### src/rtl/fftbuf_pkg.sv
`timescale 1ns/1ps
package fftbuf_pkg;
  typedef enum logic {BANK_A = 1'b0, BANK_B = 1'b1} bank_id_e;
  localparam int NUM_BANKS = 2;
  localparam int NUM_HALVES = 2;
endpackage

### src/rtl/fftbuf_sample_mem.sv
`timescale 1ns/1ps
module fftbuf_sample_mem #(
  parameter int DEPTH = 8,
  parameter int W     = 16,
  localparam int AW   = (DEPTH > 1) ? $clog2(DEPTH) : 1
) (
  input  logic          clk,
  input  logic          we,
  input  logic [AW-1:0] waddr,
  input  logic [W-1:0]  wdata,
  input  logic [AW-1:0] raddr,
  output logic [W-1:0]  rdata
);
  logic [W-1:0] mem [DEPTH];

  always_ff @(posedge clk) begin
    if (we) mem[waddr] <= wdata;
    rdata <= mem[raddr];
  end
endmodule

### src/rtl/fftbuf_bank.sv
`timescale 1ns/1ps
module fftbuf_bank #(
  parameter int N = 16,
  parameter int B = 8,
  localparam int HALF = N / 2,
  localparam int AW   = $clog2(HALF),
  localparam int IW   = $clog2(N),
  localparam int W    = 2 * B
) (
  input  logic          clk,
  input  logic          is_host,
  input  logic          h_we,
  input  logic [IW-1:0] h_idx,
  input  logic [W-1:0]  h_data,
  input  logic          e_we,
  input  logic [AW-1:0] e_addr,
  input  logic [W-1:0]  e_wdata_even,
  input  logic [W-1:0]  e_wdata_odd,
  output logic [W-1:0]  e_rdata_even,
  output logic [W-1:0]  e_rdata_odd
);
  logic [W-1:0] rd [fftbuf_pkg::NUM_HALVES];

  for (genvar p = 0; p < fftbuf_pkg::NUM_HALVES; p++) begin : g_half
    logic          we_p;
    logic [AW-1:0] waddr_p;
    logic [W-1:0]  wdata_p;

    always_comb begin
      if (is_host) begin
        we_p    = h_we && (h_idx[0] == 1'(p));
        waddr_p = h_idx[IW-1:1];
        wdata_p = h_data;
      end else begin
        we_p    = e_we;
        waddr_p = e_addr;
        wdata_p = (p == 0) ? e_wdata_even : e_wdata_odd;
      end
    end

    fftbuf_sample_mem #(.DEPTH(HALF), .W(W)) u_mem (
      .clk  (clk),
      .we   (we_p),
      .waddr(waddr_p),
      .wdata(wdata_p),
      .raddr(e_addr),
      .rdata(rd[p])
    );
  end

  assign e_rdata_even = rd[0];
  assign e_rdata_odd  = rd[1];
endmodule

### src/rtl/fftbuf_ctrl.sv
`timescale 1ns/1ps
module fftbuf_ctrl #(
  parameter int N = 16,
  localparam int IW = $clog2(N)
) (
  input  logic          clk,
  input  logic          rst_n,
  input  logic          in_valid,
  input  logic          eng_done,
  output logic          in_ready,
  output logic          accept,
  output logic [IW-1:0] wr_idx,
  output logic          host_sel,
  output logic          eng_start
);
  logic [IW-1:0] cnt;
  logic [fftbuf_pkg::NUM_BANKS-1:0] full;
  logic busy;
  logic swap;

  assign in_ready = !full[host_sel];
  assign accept   = in_valid && in_ready;
  assign wr_idx   = cnt;
  assign swap     = full[host_sel] && !busy;

  always_ff @(posedge clk) begin
    if (!rst_n) begin
      cnt       <= '0;
      full      <= '0;
      host_sel  <= fftbuf_pkg::BANK_A;
      busy      <= 1'b0;
      eng_start <= 1'b0;
    end else begin
      eng_start <= swap;
      if (accept) begin
        cnt <= cnt + 1'b1;
        if (cnt == IW'(N - 1)) full[host_sel] <= 1'b1;
      end
      if (swap) begin
        host_sel        <= ~host_sel;
        full[~host_sel] <= 1'b0;
        cnt             <= '0;
        busy            <= 1'b1;
      end else if (eng_done) begin
        busy <= 1'b0;
      end
    end
  end

  p_full_drops_ready_r2: assert property (@(posedge clk) disable iff (!rst_n)
    (accept && cnt == IW'(N - 1)) |=> !in_ready);

  p_swap_needs_full_r5: assert property (@(posedge clk) disable iff (!rst_n)
    (host_sel != $past(host_sel)) |-> !$past(in_ready));

  p_hold_while_busy_r6: assert property (@(posedge clk) disable iff (!rst_n)
    (busy && !eng_done) |=> $stable(host_sel));

  p_start_with_toggle_r7: assert property (@(posedge clk) disable iff (!rst_n)
    eng_start |-> (host_sel != $past(host_sel)));

  p_start_single_r7: assert property (@(posedge clk) disable iff (!rst_n)
    eng_start |=> !eng_start);
endmodule

### src/rtl/fft_pingpong_buf.sv
`timescale 1ns/1ps
module fft_pingpong_buf #(
  parameter int N = 16,
  parameter int B = 8,
  localparam int AW = $clog2(N / 2),
  localparam int IW = $clog2(N),
  localparam int W  = 2 * B
) (
  input  logic          clk,
  input  logic          rst_n,
  input  logic          in_valid,
  output logic          in_ready,
  input  logic [B-1:0]  in_re,
  input  logic [B-1:0]  in_im,
  output logic          host_bank,
  output logic          eng_start,
  input  logic          eng_done,
  input  logic [AW-1:0] eng_addr,
  input  logic          eng_we,
  input  logic [W-1:0]  eng_wr_even,
  input  logic [W-1:0]  eng_wr_odd,
  output logic [W-1:0]  eng_rd_even,
  output logic [W-1:0]  eng_rd_odd
);
  logic          accept;
  logic [IW-1:0] wr_idx;
  logic          sel;
  logic [W-1:0]  rd_even [fftbuf_pkg::NUM_BANKS];
  logic [W-1:0]  rd_odd  [fftbuf_pkg::NUM_BANKS];

  fftbuf_ctrl #(.N(N)) u_ctrl (
    .clk      (clk),
    .rst_n    (rst_n),
    .in_valid (in_valid),
    .eng_done (eng_done),
    .in_ready (in_ready),
    .accept   (accept),
    .wr_idx   (wr_idx),
    .host_sel (sel),
    .eng_start(eng_start)
  );

  for (genvar b = 0; b < fftbuf_pkg::NUM_BANKS; b++) begin : g_bank
    fftbuf_bank #(.N(N), .B(B)) u_bank (
      .clk         (clk),
      .is_host     (sel == 1'(b)),
      .h_we        (accept),
      .h_idx       (wr_idx),
      .h_data      ({in_re, in_im}),
      .e_we        (eng_we),
      .e_addr      (eng_addr),
      .e_wdata_even(eng_wr_even),
      .e_wdata_odd (eng_wr_odd),
      .e_rdata_even(rd_even[b]),
      .e_rdata_odd (rd_odd[b])
    );
  end

  assign host_bank   = sel;
  assign eng_rd_even = sel ? rd_even[0] : rd_even[1];
  assign eng_rd_odd  = sel ? rd_odd[0]  : rd_odd[1];

  p_host_free_after_swap_r9: assert property (@(posedge clk) disable iff (!rst_n)
    eng_start |-> in_ready);
endmodule

### config.mk
export PLATFORM = sky130hd
export DESIGN_NAME = fft_pingpong_buf
export DESIGN_NICKNAME = d
export VERILOG_FILES = /design/src/rtl/fftbuf_pkg.sv /design/src/rtl/fftbuf_sample_mem.sv /design/src/rtl/fftbuf_bank.sv /design/src/rtl/fftbuf_ctrl.sv /design/src/rtl/fft_pingpong_buf.sv
export SDC_FILE = /design/constraint.sdc
export NUM_CORES = 1
export LEC_CHECK = 0
export ABC_CLOCK_PERIOD_IN_PS = 3800
export BUFFER_PORTS_ARGS = -buffer_cell sky130_fd_sc_hd__buf_2
export CORE_ASPECT_RATIO = 2
export CORE_MARGIN = 10
export CORE_UTILIZATION = 35
export CTS_BUF_LIST = sky130_fd_sc_hd__clkbuf_8
export DETAILED_ROUTE_END_ITERATION = 10
export GPL_TIMING_DRIVEN = 1
export PLACE_DENSITY_LB_ADDON = 0.1
export SLEW_MARGIN = 10
export SYNTH_ARGS = -nofsm -noshare
export SYNTH_HDL_FRONTEND = slang
export SYNTH_SLANG_ARGS = --single-unit
### constraint.sdc
create_clock -name clk -period 3.8 [get_ports clk]
set_input_delay 0 -clock clk [delete_from_list [all_inputs] [get_ports clk]]
set_output_delay 0 -clock clk [all_outputs]
set_load 0.005 [all_outputs]
==> results.md <==
- Overall power: 12.9 mW
- Max FO, Critical Path: 111
- Status: completed
- Num Clock Sinks: 585
- Unique masters post-synth: 36
- CTS tree: yes
- Synth Flop Type: edfxtp_1
- Syn Std Cell Area: 22,500 um^2
- Area delta synth->final: 17.4%
- Clock skew: 0.0301 ns
- Die Wd: 199 um
- Slew margin rel.: 0.138
- Global-route wire length before repair: 86,500 um
- Max Cap Viol: 0
- CORE AREA: 63,800 um^2
- Initial Util: 0.352
- Final min period: 2.71 ns
- Largest cells by area after synthesis: edfxtp_1, mux4_2, dfxtp_1, mux2_2, nand2_1
- Crit Path Category: reg -> reg
- # setup viols final: 0
- WL per Instance: 26.5 um
- Crit end category: flop
- Maximum level of the CTS H-tree: 3
- RSZ-0062 raised after global routing: no
- Sum of negative setup slack: 0 ns
- GR Overflow Total: 0
- CP required: 4.16 ns
- Initial antenna violation count: 1
- Leakage: 8.90 nW
- Post-route ant nets: 0
- Share of cells above drive strength 1: 0.353
- Yosys top cell by area: edfxtp_1
- Dpl hpwl: 38,200 um
- Die area: 75,300 um^2
- IO buf count: 90
- Synth warn: 0
- Drc violations: 0
- Slowest-stage cell, CP: dfxtp_4
- Syn Inst Count: 1,142
- VDD IR max: 0.273 mV
- Io pins: 91
- Hold Violations, Final: 0
- Vias in the first global route: 12,462
- Worst Hold Class: in -> reg
- Crit path largest cell delay: 0.81 ns
- Area fraction of the dominant cell type after synthesis: 0.684
- CP Data Arrival Time: 3.07 ns
- CTS Buf Count: 84
- Worst-Margin Slew: 1.28 ns
- Cell area after placement: 24,000 um^2
- Root Buffer: clkbuf_8
- Drt total wl: 59,200 um
- Post-Syn Nets: 1,199
- Startpoint types: flop
- TritonRoute pass-1 iters: 5
- Cells along the critical path: buf_12 > nand2b_1 > nand2_1 > dlygate4sd3_1
- FMAX: 0.369 GHz
- DR vias/cell: 5.00
- Syn avg cell area: 19.7 um^2
- Ys async rst share: 0
- Final period util: 0.714
- Placer Congestion: 0.761
- Flops & latches, synth: 585
- Sequential area share after synthesis: 0.749
- Worst-Skew Late Latency: 0.69 ns
- Pwr/cell area: 488 nW/um^2
- Final instance area: 26,400 um^2
- Largest net degree at the start of global routing: 112
- GRT Resource Usage Total: 0.162
- Clock buffer depth: 3
- CTS clk-pin slew, worst paths: 0.06 ns
- Routed vias: 11,158
- EDFF count, synth: 512
- DR iter-0 viols: 638
- Chip Height: 378 um
- Max Slew Vio Count: 0
- Row count: 131
- NumNets Final: 1,418
[area by class of cell]
type | count | area [um^2]
sequential | 585 | 16800
inverter | 35 | 131
fill | 5684 | 37400
clock buffer | 97 | 1340
multi-input combinational | 462 | 5310
tap | 798 | 998
timing repair buffer | 193 | 1450
antenna | 3 | 7.51
clock inverter | 60 | 317
[cell usage in the layout, fill, tap and decap left out, types with 2 or more instances in the layout]
| cell type | Yosys | routed |
|---|---|---|
| a31oi_1 | 2 | 2 |
| nor3_1 | 5 | 3 |
| and3b_1 | 6 | 6 |
| clkbuf_8 | 0 | 97 |
| a21oi_1 | 4 | 4 |
| clkinv_1 | 0 | 11 |
| nor3b_1 | 7 | 7 |
| nand2b_1 | 17 | 17 |
| o21ai_0 | 41 | 39 |
| nor2_4 | 0 | 5 |
| edfxtp_1 | 512 | 512 |
| inv_6 | 0 | 3 |
| nor2b_1 | 3 | 3 |
| diode_2 | 0 | 3 |
| mux2_2 | 100 | 100 |
| clkinv_2 | 0 | 16 |
| dfxtp_1 | 73 | 72 |
| o21ai_1 | 8 | 10 |
| buf_4 | 0 | 33 |
| dlygate4sd3_1 | 0 | 68 |
| nor2_2 | 0 | 24 |
| a211oi_1 | 3 | 3 |
| bufinv_16 | 0 | 2 |
| mux4_2 | 128 | 128 |
| buf_12 | 0 | 3 |
| nor3_2 | 0 | 2 |
| nor2_1 | 34 | 5 |
| and3_1 | 2 | 2 |
| inv_1 | 35 | 62 |
| mux2i_1 | 5 | 5 |
| nand2_1 | 84 | 84 |
| buf_2 | 26 | 87 |
[path summary, 6_finish.rpt]
check / from / end / slack, ns / cells after the start
worst min-delay path: eng_wr_even[13] / g_bank[0].u_bank.g_half[0].u_mem.mem[3][13]$_DFFE_PP_ / 0.06 / 3
worst min register to register: u_ctrl.busy$_SDFFE_PN0P_ / u_ctrl.eng_start$_SDFF_PN0_ / 0.57 / 1
worst max-delay path: u_ctrl.host_sel$_SDFFE_PN0P_ / g_bank[0].u_bank.g_half[0].u_mem.mem[1][14]$_DFFE_PP_ / 1.09 / 4
worst max register to register: u_ctrl.host_sel$_SDFFE_PN0P_ / g_bank[0].u_bank.g_half[0].u_mem.mem[1][14]$_DFFE_PP_ / 1.09 / 4
[worst max-delay path: cells and delay by family, from the launching register on]
| family | cells | cell delay (ns) |
|---|---|---|
| and+or+nand+nor | 2 | 0.30 |
| DFF | 1 | 0.81 |
| buffers and inverters | 2 | 1.13 |
[report_power, final]
part	total, mW	switching (mW)	leakage [nW]	internal, mW
clock	4.90	2.41	0.963	2.48
combinational	0.787	0.442	2.69	0.346
sequential	7.19	0.0438	5.25	7.14
[what timing repair did]
| action | in CTS | in global routing |
|---|---|---|
| endpoints found under the hold margin | 434 | 5 |
| setup buffers | 0 | 0 |
| hold buffers | 67 | 1 |
| gates resized for setup | 0 | 0 |
[Yosys cell counts (4+ instances only)]
cell type  count
o21ai_1        8
a21oi_1        4
dfxtp_1       73
nor2_1        34
nand2b_1      17
mux2i_1        5
nor3_1         5
edfxtp_1     512
mux4_2       128
and3b_1        6
buf_6          6
o21ai_0       41
buf_2         26
inv_1         35
nand2_1       84
clkbuf_1      25
nor3b_1        7
mux2_2       100
[through the flow]
stage	hold WS, ns	std cells	setup WS [ns]	utilization
final	0.0614	2233	1.09	0.414
after global placement	0.281	2005	1.15	0.377
after detailed placement	0.294	2005	1.12	0.377
after global routing	0.0689	2231	0.960	0.414
after floorplan	0.141	1142	1.17	-
after CTS	0.0111	2229	1.03	0.414
[cell families (layout without fill, tap and decap cells)]
| kind of cell | after synthesis | after routing | synth area share |
|---|---|---|---|
| AOI/OAI and AO/OA | 64 | 64 | 0.0156 |
| adders and majority gates | 1 | 1 | 0.000557 |
| buffers and inverters | 95 | 385 | 0.0193 |
| DFF | 585 | 585 | 0.749 |
| muxes | 235 | 235 | 0.182 |
| other | 0 | 3 | 0 |
| and+or+nand+nor | 162 | 162 | 0.0330 |
[routing by layer]
metal	track usage	vias to the layer above	part of all wire
met5	0	-	0
li1	-	4974	-
met3	0.0318	81	0.038
met1	0.177	5872	0.38
met2	0.306	231	0.56
met4	0.0486	0	0.021
[state kept, by name, summed over array words and instances (netlist names)]
register,flops
u_ctrl.wr_idx,4
u_ctrl.full,2
g_bank.u_bank.g_half.u_mem.rdata,64
u_ctrl.busy,1
u_ctrl.eng_start,1
u_ctrl.host_sel,1
g_bank.u_bank.g_half.u_mem.mem,512
No activity file was read; power rests on OpenSTA's default activity.
